[src/rtl/dbf_pkg.sv]
package dbf_pkg;
  localparam int CFG_ADDR_W = 8;
  localparam int CFG_DATA_W = 32;
  localparam int DIV_W      = 24;
  localparam logic [CFG_ADDR_W-1:0] ADDR_MASK = 8'h40;
  localparam logic [CFG_ADDR_W-1:0] ADDR_DIV  = 8'h44;
endpackage

[src/rtl/dbf_rst_sync.sv]
module dbf_rst_sync (
  input  logic clk,
  input  logic rst_n_i,
  output logic rst_n_o
);
  logic [1:0] chain_q;

  always_ff @(posedge clk or negedge rst_n_i) begin
    if (!rst_n_i) chain_q <= 2'b00;
    else          chain_q <= {chain_q[0], 1'b1};
  end

  assign rst_n_o = chain_q[1];
endmodule

[src/rtl/dbf_prescaler.sv]
module dbf_prescaler #(
  parameter int W = 24
) (
  input  logic         clk,
  input  logic         rst_n,
  input  logic         restart_i,
  input  logic [W-1:0] div_i,
  output logic         tick_o
);
  logic [W-1:0] cnt_q, cnt_d;

  always_comb begin
    tick_o = (div_i <= W'(1)) || (cnt_q == div_i - W'(1));
    if (restart_i || tick_o) cnt_d = '0;
    else                     cnt_d = cnt_q + W'(1);
  end

  always_ff @(posedge clk or negedge rst_n) begin
    if (!rst_n) cnt_q <= '0;
    else        cnt_q <= cnt_d;
  end


  cnt_bound_chk: assert property (@(posedge clk) disable iff (!rst_n)
    (div_i > W'(1)) |-> (cnt_q < div_i));


  restart_zero_chk: assert property (@(posedge clk) disable iff (!rst_n)
    restart_i |=> (cnt_q == '0));
endmodule

[src/rtl/dbf_pin_filter.sv]
module dbf_pin_filter #(
  parameter int SYNC_STAGES = 2
) (
  input  logic clk,
  input  logic rst_n,
  input  logic pin_i,
  input  logic prime_i,
  input  logic tick_i,
  input  logic use_i,
  output logic out_o
);
  logic [SYNC_STAGES-1:0] sync_q, sync_d;
  logic sync_val;
  logic smp_q, smp_d;
  logic stb_q, stb_d;

  assign sync_val = sync_q[SYNC_STAGES-1];

  always_comb begin
    sync_d = {sync_q[SYNC_STAGES-2:0], pin_i};
    smp_d  = smp_q;
    stb_d  = stb_q;
    if (prime_i || !use_i) begin
      smp_d = sync_val;
      stb_d = sync_val;
    end else if (tick_i) begin
      smp_d = sync_val;
      if (sync_val == smp_q) stb_d = sync_val;
    end
  end

  always_ff @(posedge clk or negedge rst_n) begin
    if (!rst_n) begin
      sync_q <= '0;
      smp_q  <= 1'b0;
      stb_q  <= 1'b0;
    end else begin
      sync_q <= sync_d;
      smp_q  <= smp_d;
      stb_q  <= stb_d;
    end
  end

  assign out_o = use_i ? stb_q : sync_val;


  hold_between_ticks_chk: assert property (@(posedge clk) disable iff (!rst_n)
    (!tick_i && use_i && !prime_i) |=> $stable(stb_q));


  agree_before_update_chk: assert property (@(posedge clk) disable iff (!rst_n)
    (tick_i && use_i && !prime_i && (sync_val != smp_q)) |=> $stable(stb_q));
endmodule

[src/rtl/dbf_debounce_top.sv]
module dbf_debounce_top
  import dbf_pkg::*;
#(
  parameter int                N_PINS      = 32,
  parameter int                SYNC_STAGES = 2,
  parameter logic [DIV_W-1:0]  RST_DIV     = 24'd16
) (
  input  logic                  clk,
  input  logic                  rst_n,
  input  logic                  cfg_we,
  input  logic [CFG_ADDR_W-1:0] cfg_addr,
  input  logic [CFG_DATA_W-1:0] cfg_wdata,
  input  logic [N_PINS-1:0]     irq_en,
  input  logic [N_PINS-1:0]     pin_in,
  output logic [N_PINS-1:0]     pin_out
);
  localparam int PRIME_CYC = SYNC_STAGES + 1;
  localparam int PRIME_W   = $clog2(PRIME_CYC + 1);

  logic               rst_int_n;
  logic [N_PINS-1:0]  mask_q, mask_d;
  logic [DIV_W-1:0]   div_q, div_d;
  logic               mask_wr, div_wr;
  logic [PRIME_W-1:0] prime_q, prime_d;
  logic               priming;
  logic               tick;
  logic [N_PINS-1:0]  pin_use;

  dbf_rst_sync u_rst_sync (
    .clk     (clk),
    .rst_n_i (rst_n),
    .rst_n_o (rst_int_n)
  );

  always_comb begin
    mask_wr = cfg_we && (cfg_addr == ADDR_MASK);
    div_wr  = cfg_we && (cfg_addr == ADDR_DIV);
    mask_d  = mask_wr ? cfg_wdata[N_PINS-1:0] : mask_q;
    div_d   = div_wr  ? cfg_wdata[DIV_W-1:0]  : div_q;
    priming = (prime_q != PRIME_W'(PRIME_CYC));
    prime_d = priming ? prime_q + PRIME_W'(1) : prime_q;
  end

  always_ff @(posedge clk or negedge rst_int_n) begin
    if (!rst_int_n) begin
      mask_q  <= '1;
      div_q   <= RST_DIV;
      prime_q <= '0;
    end else begin
      mask_q  <= mask_d;
      div_q   <= div_d;
      prime_q <= prime_d;
    end
  end

  dbf_prescaler #(.W(DIV_W)) u_prescaler (
    .clk       (clk),
    .rst_n     (rst_int_n),
    .restart_i (div_wr),
    .div_i     (div_q),
    .tick_o    (tick)
  );

  assign pin_use = mask_q & irq_en;

  for (genvar i = 0; i < N_PINS; i++) begin : g_pin
    dbf_pin_filter #(.SYNC_STAGES(SYNC_STAGES)) u_filter (
      .clk     (clk),
      .rst_n   (rst_int_n),
      .pin_i   (pin_in[i]),
      .prime_i (priming),
      .tick_i  (tick),
      .use_i   (pin_use[i]),
      .out_o   (pin_out[i])
    );
  end


  prime_ends_chk: assert property (@(posedge clk) disable iff (!rst_int_n)
    !priming |=> !priming);


  div_load_chk: assert property (@(posedge clk) disable iff (!rst_int_n)
    !div_wr |=> $stable(div_q));
endmodule

[config.mk]
export PLATFORM = sky130hd
export DESIGN_NAME = dbf_debounce_top
export DESIGN_NICKNAME = d
export VERILOG_FILES = /design/src/rtl/dbf_pkg.sv /design/src/rtl/dbf_rst_sync.sv /design/src/rtl/dbf_prescaler.sv /design/src/rtl/dbf_pin_filter.sv /design/src/rtl/dbf_debounce_top.sv
export SDC_FILE = /design/constraint.sdc
export NUM_CORES = 1
export LEC_CHECK = 0
export ABC_AREA = 1
export CAP_MARGIN = 10
export CORE_ASPECT_RATIO = 0.7
export CORE_UTILIZATION = 48
export CTS_CLUSTER_SIZE = 28
export DETAILED_ROUTE_END_ITERATION = 12
export DONT_BUFFER_PORTS = 1
export GPL_ROUTABILITY_DRIVEN = 0
export PLACE_DENSITY_LB_ADDON = 0.2
export SLEW_MARGIN = 10
export SYNTH_ARGS = -nofsm -noshare
export SYNTH_HDL_FRONTEND = slang
export SYNTH_SLANG_ARGS = --single-unit
[constraint.sdc]
create_clock -name clk -period 7.7 [get_ports clk]
set_input_delay 1.155 -clock clk [delete_from_list [all_inputs] [get_ports clk]]
set_output_delay 1.155 -clock clk [all_outputs]
set_load 0.02 [all_outputs]
==> results of run 1 <==
[per-stage QoR]
stage	area, sq um	total power (W)
floorplan	10400	0.00155
global placement	10400	0.00161
detailed placement	10400	0.00161
CTS	11200	0.00279
global route	11200	0.00289
finish	11200	0.00275
[state kept, by name (all words and copies together), names as in the netlist]
name / cells
div_q: 24
g_pin.u_filter.smp_q: 32
g_pin.u_filter.stb_q: 32
g_pin.u_filter.sync_q: 64
mask_q: 32
prime_q: 2
u_prescaler.cnt_q: 24
u_rst_sync.chain_q: 2
[logic make-up (layout without fill, tap and decap cells)]
logic type | Yosys count | count (layout) | share of synthesized area, %
AO/OA/AOI/OAI | 91 | 91 | 4.46
XOR/XNOR | 71 | 71 | 6.05
adder cells (fa/ha/maj) | 4 | 4 | 0.481
buffers and inverters | 155 | 144 | 7.24
flip-flops | 212 | 212 | 51.4
multiplexers | 40 | 40 | 4.33
other | 1 | 3 | 0.0360
AND/OR/NAND/NOR | 571 | 571 | 26.0
[layer usage]
layer / part of all wire (%) / routed length (um) / vias to the layer above / track usage [%]
li1: - / - / 3571 / -
met1: 49 / 10500 / 3262 / 29.5
met2: 41 / 8680 / 177 / 28.1
met4: 1.8 / 387 / 0 / 3.77
met3: 7.8 / 1650 / 31 / 5.44
met5: 0 / 0 / - / 0
[worst max-delay path by stage]
stage,startpoint,end,slack (ns),cells after the start
final,div_q[0],u_prescaler.cnt_q[3],3.96,15
after global routing,div_q[0],u_prescaler.cnt_q[3],3.62,15
after CTS,div_q[0],u_prescaler.cnt_q[3],3.90,15
after detailed placement,div_q[0],u_prescaler.cnt_q[3],3.94,15
after global placement,div_q[0],u_prescaler.cnt_q[20],4.07,15
after floorplan,u_rst_sync.chain_q[1],div_q[0],1.41,0
[cell usage after synthesis, types with 2 or more instances]
| master | number |
|---|---|
| xnor2_1 | 21 |
| nor2_1 | 93 |
| a21oi_1 | 4 |
| nand3_2 | 11 |
| nand2_1 | 333 |
| nor4_1 | 4 |
| nand3_1 | 65 |
| nor2_2 | 9 |
| dfstp_2 | 33 |
| nand3_4 | 21 |
| nor3_1 | 12 |
| xor2_1 | 49 |
| inv_1 | 100 |
| or2_2 | 2 |
| buf_2 | 2 |
| nand4_1 | 9 |
| buf_8 | 2 |
| buf_4 | 35 |
| o21ai_1 | 13 |
| nand2_2 | 2 |
| buf_6 | 2 |
| nand3b_1 | 8 |
| o21ai_0 | 72 |
| ha_1 | 4 |
| buf_1 | 3 |
| mux2_2 | 40 |
| clkbuf_1 | 11 |
| dfrtp_1 | 179 |
[report_power, final]
| part | switching [W] | leakage (nW) | internal [W] |
|---|---|---|---|
| Clock | 0.000434 | 0.388 | 0.000726 |
| Combinational | 0.000246 | 2.41 | 0.000115 |
| Sequential | 0.0000554 | 2.52 | 0.00118 |
[cell usage in the layout (no fill, tap or decap), types with 8 or more instances in the layout]
cell	instances
nor3_1	12
clkbuf_16	23
nor2_1	93
dfstp_2	33
o21ai_1	13
mux2_2	40
inv_1	99
nand3_1	64
nand3_4	21
xnor2_1	21
nand3b_1	8
nand2_1	333
dfrtp_1	178
nor2_2	9
nand3_2	12
o21ai_0	72
xor2_1	49
nand4_1	9
[cell type report]
type	instances	area share, %
flip-flops and latches	212	47.7
multi-input cells	778	38.4
clock buffers	31	5.84
inverters	100	3.34
well taps	276	3.08
clock inverters	8	1.29
repair buffers	5	0.334
diodes	2	0.0446
==> out/qor.yml, run 1 <==
status: "completed"
cpPeakStageDelay_ns: 0.78
cp_common_cell: "nand2_1"
drtIter0Drc: 411
syn_nets: 1256
post_cts_buffers: 0
first_pass_iters: 5
period_minus_slack_ns: 3.74
ant_nets: 0
utilization_pct: 53.5
die_h_um: 125
crit_arrival_ns: 4.10
route.detailed.drc: 0
path_delay_family: "simple AND/OR/NAND/NOR gates"
grt_pass1_wl_mm: 34.6
clockBufferDepth: 3
synth-edff-count: 0
cts_root_buffer: "clkbuf_16"
slew_headroom_pct: 35.2
wire_per_inst_um: 15.0
powerDensity_nw_per_um2: 245
seq_area_sq_um: 5350
required_ns: 8.06
cts_resized: 0
ys_async_sr_fraction_pct: 100
grt-ovfl-total: 0
clock_skew_ns: 0.0110
cts_buffers: 22
cp_slowest_cell: "nand3_2"
final_cells: 1412
numPortBuffers: 0
clock_latency_ns: 0.51
clk_pin_slew_ns: 0.06
synth_cells: 1145
reg2reg_slack_ns: 3.96
fin_ws_ns: 3.96
syn-cell-area_sq_um: 10400
drive_gt1_share_pct: 14.6
cp-end-kind: "register"
htree_levels: 1
crit_buf_inv: 2
yosys_register_bits: 212
yosysUniqueCellTypes: 34
tightest_slew_ns: 0.972
setup_viol: 0
synth.top_cell.area_share_pct: 43.1
n_fill_cell: 1907
yosys_warnings: 0
syn_to_final_growth_pct: 7.88
core_area_sq_um: 21000
fin_setup_tns_ns: 0
start_util_pct: 49.6
grt_max_degree: 79
pre_cts_ws_ns: 3.94
grt_pass1_vias: 6575
final_hold_viol_count: 0
synthFlopType: "dfrtp_1"
post_drt_via_cell_ratio: 4.99
ys_seq_area_share_pct: 51.4
fmax_mhz: 267
reg2reg_from: "div_q[0]"
antenna_found_initial: 2
rsz0062_at_grt: "no"
hold_buffers: 0
power_leakage_nw: 5.32
cts_sinks: 212
slew_violations: 0
drt-total-wl_mm: 21.2
r2r_cells: 15
crit_chain: "inv_1, ha_1, nand2_2, nor2_2, nand2_1, nand2_1, nand2_1, inv_1, nand2_1, nor2_1, nand2_1, nor2_2, nand3_4, nand3_2, nor3_1"
multi_input_area_sq_um: 4310
rows: 44
vias: 7041
synth_area_leaders: "dfrtp_1 (43%), nand2_1 (12%), dfstp_2 (8.3%), mux2_2 (4.3%), xor2_1 (4.1%)"
yosysTopAreaCell: "dfrtp_1"
hold_ws_ns: 0.339
r2r_end: "u_prescaler.cnt_q[3]"
pin_count: 139
final_nets: 1230
cp_max_fo: 33
die_area_sq_um: 22300
dieWidth_um: 178
path_class: "reg2reg"
period_share_pct: 48.6
cap_viol_max_count: 0
syn_area_per_cell_sq_um: 9.09
hpwl_mm: 14.9
grt_use_total_pct: 19.6
hold_path.class: "in2async"
irDropWorstVdd_v: 0.000155
dp_cells: 1371
critical_path.startpoint_type: "register"
cts_tree: "done"
Note: power is estimated with default switching activity, not from simulation.
==> run 2: changes to the inputs <==
==> constraint.sdc (replaced) <==
create_clock -name clk -period 3.3 [get_ports clk]
set_input_delay 0.495 -clock clk [delete_from_list [all_inputs] [get_ports clk]]
set_output_delay 0.495 -clock clk [all_outputs]
set_load 0.02 [all_outputs]
==> run 2 against run 1 <==
- register-to-register slack worse by 3.6 ns
- sequential share of layout area down 1.2 points
- clock skew up 0.0014 ns
- clock power up 110%
- power up 130%
- final cell count up 2.4%
- via count up 2.5%
- critical path depth down 1
- global-route usage down 0.18 points
- non-clock buffer count up 37
- sequential cell count unchanged
- largest cell class unchanged
==> out/qor.yml, run 2 (synthesis results as in run 1) <==
status: "completed"  # unchanged
grt_pass1_wl_mm: 34.5  # was 34.6 mm
dieWidth_um: 178  # unchanged
reg2reg_from: "div_q[0]"  # unchanged
slew_violations: 0  # unchanged
drtIter0Drc: 396  # was 411
final_nets: 1266  # was 1230
first_pass_iters: 5  # unchanged
rows: 44  # unchanged
clockBufferDepth: 3  # unchanged
cts_buffers: 21  # was 22
cts_resized: 0  # unchanged
cp-end-kind: "register"  # unchanged
grt_pass1_vias: 6746  # was 6575
wire_per_inst_um: 14.7  # was 15.0 um
start_util_pct: 49.6  # unchanged
pin_count: 139  # unchanged
fin_setup_tns_ns: 0  # unchanged
syn_to_final_growth_pct: 10.6  # was 7.88%
final_cell_mix: "nand2_1 (333), dfrtp_1 (178), inv_1 (99)"  # unchanged
slew_headroom_pct: 44.0  # was 35.2%
irDropWorstVdd_v: 0.000378  # was 0.000155 V
period_minus_slack_ns: 2.94  # was 3.74 ns
die_area_sq_um: 22300  # unchanged
drt-total-wl_mm: 21.2  # about the same
largest_reg_flops: 64  # unchanged
tightest_slew_ns: 0.839  # was 0.972 ns
powerDensity_nw_per_um2: 540  # was 245 nW/um^2
clk_pin_slew_ns: 0.06  # about the same
numPortBuffers: 0  # unchanged
grt_use_total_pct: 19.4  # was 19.6%
antenna_found_initial: 0  # was 2
required_ns: 3.68  # was 8.06 ns
cap_viol_max_count: 0  # unchanged
hpwl_mm: 14.9  # about the same
post_cts_buffers: 0  # unchanged
clock_latency_ns: 0.51  # about the same
fmax_mhz: 340  # was 267 MHz
core_area_sq_um: 21000  # unchanged
utilization_pct: 54.9  # was 53.5%
r2r_cells: 14  # was 15
drive_gt1_share_pct: 14.1  # was 14.6%
setup_viol: 0  # unchanged
holdPathStages: 2
r2r_end: "g_pin[12].u_filter.smp_q"  # was u_prescaler.cnt_q[3]
route.detailed.drc: 0  # unchanged
rsz0062_at_grt: "no"  # unchanged
final_hold_viol_count: 0  # unchanged
dp_cells: 1375  # was 1371
power_leakage_nw: 5.44  # was 5.32 nW
grt_max_degree: 77  # was 79
min_from: "cfg_wdata[16]"
crit_arrival_ns: 3.32  # was 4.10 ns
layout_commonest_cell: "nand2_1"  # unchanged
hold_path.class: "in2reg"  # was in2async
clock_skew_ns: 0.0125  # was 0.0110 ns
grt-ovfl-total: 0  # unchanged
registers.top_by_ff_count: "g_pin.u_filter.sync_q"  # unchanged
period_share_pct: 89.1  # was 48.6%
hold_ws_ns: 0.129  # was 0.339 ns
whs_endpoint: "mask_q[16]"
cts_root_buffer: "clkbuf_16"  # unchanged
cts_sinks: 212  # unchanged
critical_path.startpoint_type: "register"  # unchanged
ant_nets: 0  # unchanged
die_h_um: 125  # unchanged
cp_max_fo: 17  # was 33
diodes: 0  # was 2
final_cells: 1446  # was 1412
reg2reg_slack_ns: 0.36  # was 3.96 ns
total_power_w: 0.00621  # was 0.00275 W
post_drt_via_cell_ratio: 4.99  # about the same
path_class: "reg2reg"  # unchanged
htree_levels: 1  # unchanged
cts_tree: "done"  # unchanged
n_fill_cell: 1846  # was 1907
vias: 7220  # was 7041
[run 2: cell count changes in the layout (fill, tap and decap cells not counted), moves of 2 or more]
cell and change:
diode_2 -2, clkbuf_16 -2, buf_12 +2, buf_4 +2
clkbuf_8 -3, dlygate4sd3_1 +33, clkbuf_1 +3
[run 2: worst max-delay path, stage by stage (launching register included)]
cell and delay (ns):
dfrtp_1 0.42, inv_1 0.15, ha_1 0.24, nand2_2 0.10, nor2_2 0.42, nand4_1 0.20, nand2_1 0.12, nand2_1 0.05
nand3_1 0.09, nor2_2 0.06, nand3_4 0.09, buf_4 0.41, nand3_1 0.23, nand2_1 0.11, o21ai_0 0.09
[run 2: what timing repair did]
| item | CTS | global route |
|---|---|---|
| endpoints found under the hold margin | 29 | 5 |
| setup endpoints to repair | 0 | 0 |
| hold buffers | 28 | 5 |
[run 2: metrics by stage]
step                      worst slack (ns)  cell area, sq um
after floorplan                       1.14             10400
after global placement               0.560             10500
after detailed placement             0.367             10500
after CTS                            0.352             11500
after global routing                0.0822             11500
final                                0.361             11500
[run 2: how the worst max path moves through the flow]
stage | startpoint | to | slack, ns | cells after the start
floorplan | div_q[0] | g_pin[1].u_filter.stb_q | 1.14 | 16
global placement | div_q[0] | g_pin[13].u_filter.smp_q | 0.56 | 14
detailed placement | div_q[0] | g_pin[12].u_filter.smp_q | 0.37 | 13
CTS | div_q[0] | g_pin[12].u_filter.smp_q | 0.35 | 13
global route | div_q[0] | g_pin[12].u_filter.smp_q | 0.08 | 14
finish | div_q[0] | g_pin[12].u_filter.smp_q | 0.36 | 14
[run 2: layout make-up]
class                   instances  area, sq um  share of cell area [%]
flip-flops and latches        212         5350                    46.5
multi-input cells             778         4310                    37.4
clock buffers                  29          576                    5.00
repair buffers                 42          423                    3.67
inverters                     100          375                    3.26
well taps                     276          345                    3.00
clock inverters                 9          130                    1.13
[run 2: routing by layer]
metal	track usage [%]	wire, um	up-vias
li1	-	-	3632
met1	29.2	10500	3368
met2	28.0	8750	192
met3	5.11	1690	28
met4	4.07	272	0
met5	0	0	-
[run 2: report_power, final]
| part | switching (W) | internal (W) | total, W |
|---|---|---|---|
| Combinational | 0.000590 | 0.000297 | 0.000887 |
| Clock | 0.000996 | 0.00146 | 0.00246 |
| Sequential | 0.000120 | 0.00275 | 0.00287 |
==> run 3: changes to the inputs <==
--- a/config.mk
+++ b/config.mk
@@ -13,6 +13,7 @@
 export DETAILED_ROUTE_END_ITERATION = 12
 export DONT_BUFFER_PORTS = 1
 export GPL_ROUTABILITY_DRIVEN = 0
+export GPL_TIMING_DRIVEN = 0
 export PLACE_DENSITY_LB_ADDON = 0.2
 export SLEW_MARGIN = 10
 export SYNTH_ARGS = -nofsm -noshare
==> run 3 against run 2 <==
- clock-buffer cell count shrank 1
- final cell count rose by 3.6%
- largest power group unchanged
- critical path type unchanged
- clock power rose by 5%
- non-clock buffer count rose by 50
- worst setup slack improved by 0.26 ns
==> out/qor.yml, run 3 (synthesis results as in run 1) <==
period_minus_slack_ns: 2.68  # was 2.94 ns
pin_count: 139  # unchanged
numPortBuffers: 0  # unchanged
layout_commonest_cell: "nand2_1"  # unchanged
grt_pass1_vias: 7209  # was 6746
first_pass_iters: 4  # was 5
setup_viol: 0  # unchanged
clockBufferDepth: 3  # unchanged
wire_per_inst_um: 14.7  # about the same
hpwl_mm: 16.3  # was 14.9 mm
multi_input_area_sq_um: 4300  # was 4310 sq um
status: "completed"  # unchanged
route.detailed.drc: 0  # unchanged
crit_chain: "inv_1, ha_1, nand2_2, nor2_2, buf_6, xor2_2, nand2_1, nor2_1, nand2_1, nor2_2, nand3_4, nand3_2, buf_2, nor2_1"  # was inv_1, ha_1, nand2_2, nor2_2, nand4_1, nand2_1, nand2_1, nand3_1, nor2_2, nand3_4, buf_4, nand3_1, nand2_1, o21ai_0
drtIter0Drc: 462  # was 396
clock_latency_ns: 0.51  # about the same
irDropWorstVdd_v: 0.000432  # was 0.000378 V
slew_headroom_pct: 38.0  # was 44.0%
grt_use_total_pct: 20.4  # was 19.4%
place_area_sq_um: 10800  # was 10500 sq um
seq_area_sq_um: 5350  # unchanged
final_hold_viol_count: 0  # unchanged
n_fill_cell: 1860  # was 1846
required_ns: 3.68  # about the same
crit_arrival_ns: 3.06  # was 3.32 ns
grt_max_degree: 62  # was 77
fmax_mhz: 374  # was 340 MHz
reg2reg_from: "div_q[0]"  # unchanged
r2r_end: "u_prescaler.cnt_q[8]"  # was g_pin[12].u_filter.smp_q
final_cells: 1498  # was 1446
cts_sinks: 212  # unchanged
hold_path.class: "in2reg"  # unchanged
cp_slowest_cell: "dfrtp_1"  # unchanged
reg2reg_slack_ns: 0.62  # was 0.36 ns
critical_path.startpoint_type: "register"  # unchanged
cap_viol_max_count: 0  # unchanged
antenna_found_initial: 0  # unchanged
dp_cells: 1425  # was 1375
drt-total-wl_mm: 22.1  # was 21.2 mm
cp_max_fo: 10  # was 17
final_cell_mix: "nand2_1 (333), dfrtp_1 (178), inv_1 (100)"  # was nand2_1 (333), dfrtp_1 (178), inv_1 (99)
whs_endpoint: "mask_q[22]"  # was mask_q[16]
post_drt_via_cell_ratio: 5.01  # was 4.99
largest_reg_flops: 64  # unchanged
cts_tree: "done"  # unchanged
dieWidth_um: 178  # unchanged
path_class: "reg2reg"  # unchanged
final_nets: 1317  # was 1266
start_util_pct: 49.6  # unchanged
slew_violations: 0  # unchanged
die_h_um: 125  # unchanged
min_from: "cfg_wdata[22]"  # was cfg_wdata[16]
r2r_cells: 14  # unchanged
core_area_sq_um: 21000  # unchanged
utilization_pct: 56.9  # was 54.9%
die_area_sq_um: 22300  # unchanged
rows: 44  # unchanged
cpPeakStageDelay_ns: 0.43  # was 0.42 ns
ant_nets: 0  # unchanged
rsz0062_at_grt: "no"  # unchanged
drive_gt1_share_pct: 16.7  # was 14.1%
power_leakage_nw: 5.68  # was 5.44 nW
fin_setup_tns_ns: 0  # unchanged
holdPathStages: 2  # unchanged
diodes: 0  # unchanged
cts_root_buffer: "clkbuf_16"  # unchanged
grt-ovfl-total: 0  # unchanged
grt_pass1_wl_mm: 36.1  # was 34.5 mm
period_share_pct: 81.1  # was 89.1%
post_cts_buffers: 0  # unchanged
clock_skew_ns: 0.0193  # was 0.0125 ns
htree_levels: 1  # unchanged
tightest_slew_ns: 0.930  # was 0.839 ns
fin_area_sq_um: 11900  # was 11500 sq um
syn_to_final_growth_pct: 14.8  # was 10.6%
registers.top_by_ff_count: "g_pin.u_filter.sync_q"  # unchanged
powerDensity_nw_per_um2: 537  # was 540 nW/um^2
cts_buffers: 22  # was 21
cp-end-kind: "register"  # unchanged
vias: 7503  # was 7220
clk_pin_slew_ns: 0.07  # was 0.06 ns
run 3: how the worst max path moves through the flow:
stage	start	endpoint	slack, ns
global placement	u_rst_sync.chain_q[1]	g_pin[28].u_filter.sync_q[0]	0.37
detailed placement	div_q[0]	u_prescaler.cnt_q[8]	0.67
floorplan	div_q[0]	g_pin[1].u_filter.stb_q	1.14
finish	div_q[0]	u_prescaler.cnt_q[8]	0.62
CTS	div_q[0]	u_prescaler.cnt_q[8]	0.64
global route	div_q[0]	u_prescaler.cnt_q[8]	0.39
run 3: metal layers:
| layer | vias up | track usage, % | part of all wire, % | wire [um] |
|---|---|---|---|---|
| li1 | 3747 | - | - | - |
| met1 | 3565 | 30.1 | 50 | 11100 |
| met2 | 161 | 29.8 | 41 | 9120 |
| met3 | 30 | 5.20 | 6.5 | 1440 |
| met4 | 0 | 5.08 | 2.0 | 435 |
| met5 | - | 0 | 0 | 0 |
run 3: final cells by class:
cell class | instances | share of cell area, %
Timing Repair Buffer | 37 | 3.56
Clock inverter | 12 | 1.35
Inverter | 100 | 3.14
Sequential cell | 212 | 44.8
Tap cell | 276 | 2.89
Clock buffer | 28 | 5.05
Multi-Input combinational cell | 778 | 36.0
Buffer | 55 | 3.16
run 3: worst max-delay path, delay by kind of cell (launching register included):
kind / cells / cell delay, ns
flops: 1 / 0.43
xor+xnor: 1 / 0.13
fa+ha+maj: 1 / 0.24
simple gates: 9 / 1.14
buf+inv: 3 / 0.60
run 3: report_power, final:
| group | total [W] | internal [W] | switching (W) | leakage, nW |
|---|---|---|---|---|
| Combinational | 0.000958 | 0.000350 | 0.000608 | 2.79 |
| Clock | 0.00259 | 0.00154 | 0.00105 | 0.366 |
| Sequential | 0.00286 | 0.00275 | 0.000116 | 2.52 |
| Total | 0.00641 | 0.00464 | 0.00177 | 5.68 |
run 3: metrics by stage:
stage / power [W] / hold slack [ns] / worst slack (ns)
after floorplan: 0.00361 / 0.199 / 1.14
after global placement: 0.00380 / 0.199 / 0.366
after detailed placement: 0.00383 / 0.199 / 0.667
after CTS: 0.00649 / 0.0935 / 0.638
after global routing: 0.00673 / 0.108 / 0.389
final: 0.00641 / 0.108 / 0.625
run 3: repair_timing:
| action | in CTS | in global routing |
|---|---|---|
| gates resized for setup | 0 | 0 |
| endpoints found under the hold margin | 34 | 0 |
| hold buffers | 33 | 0 |
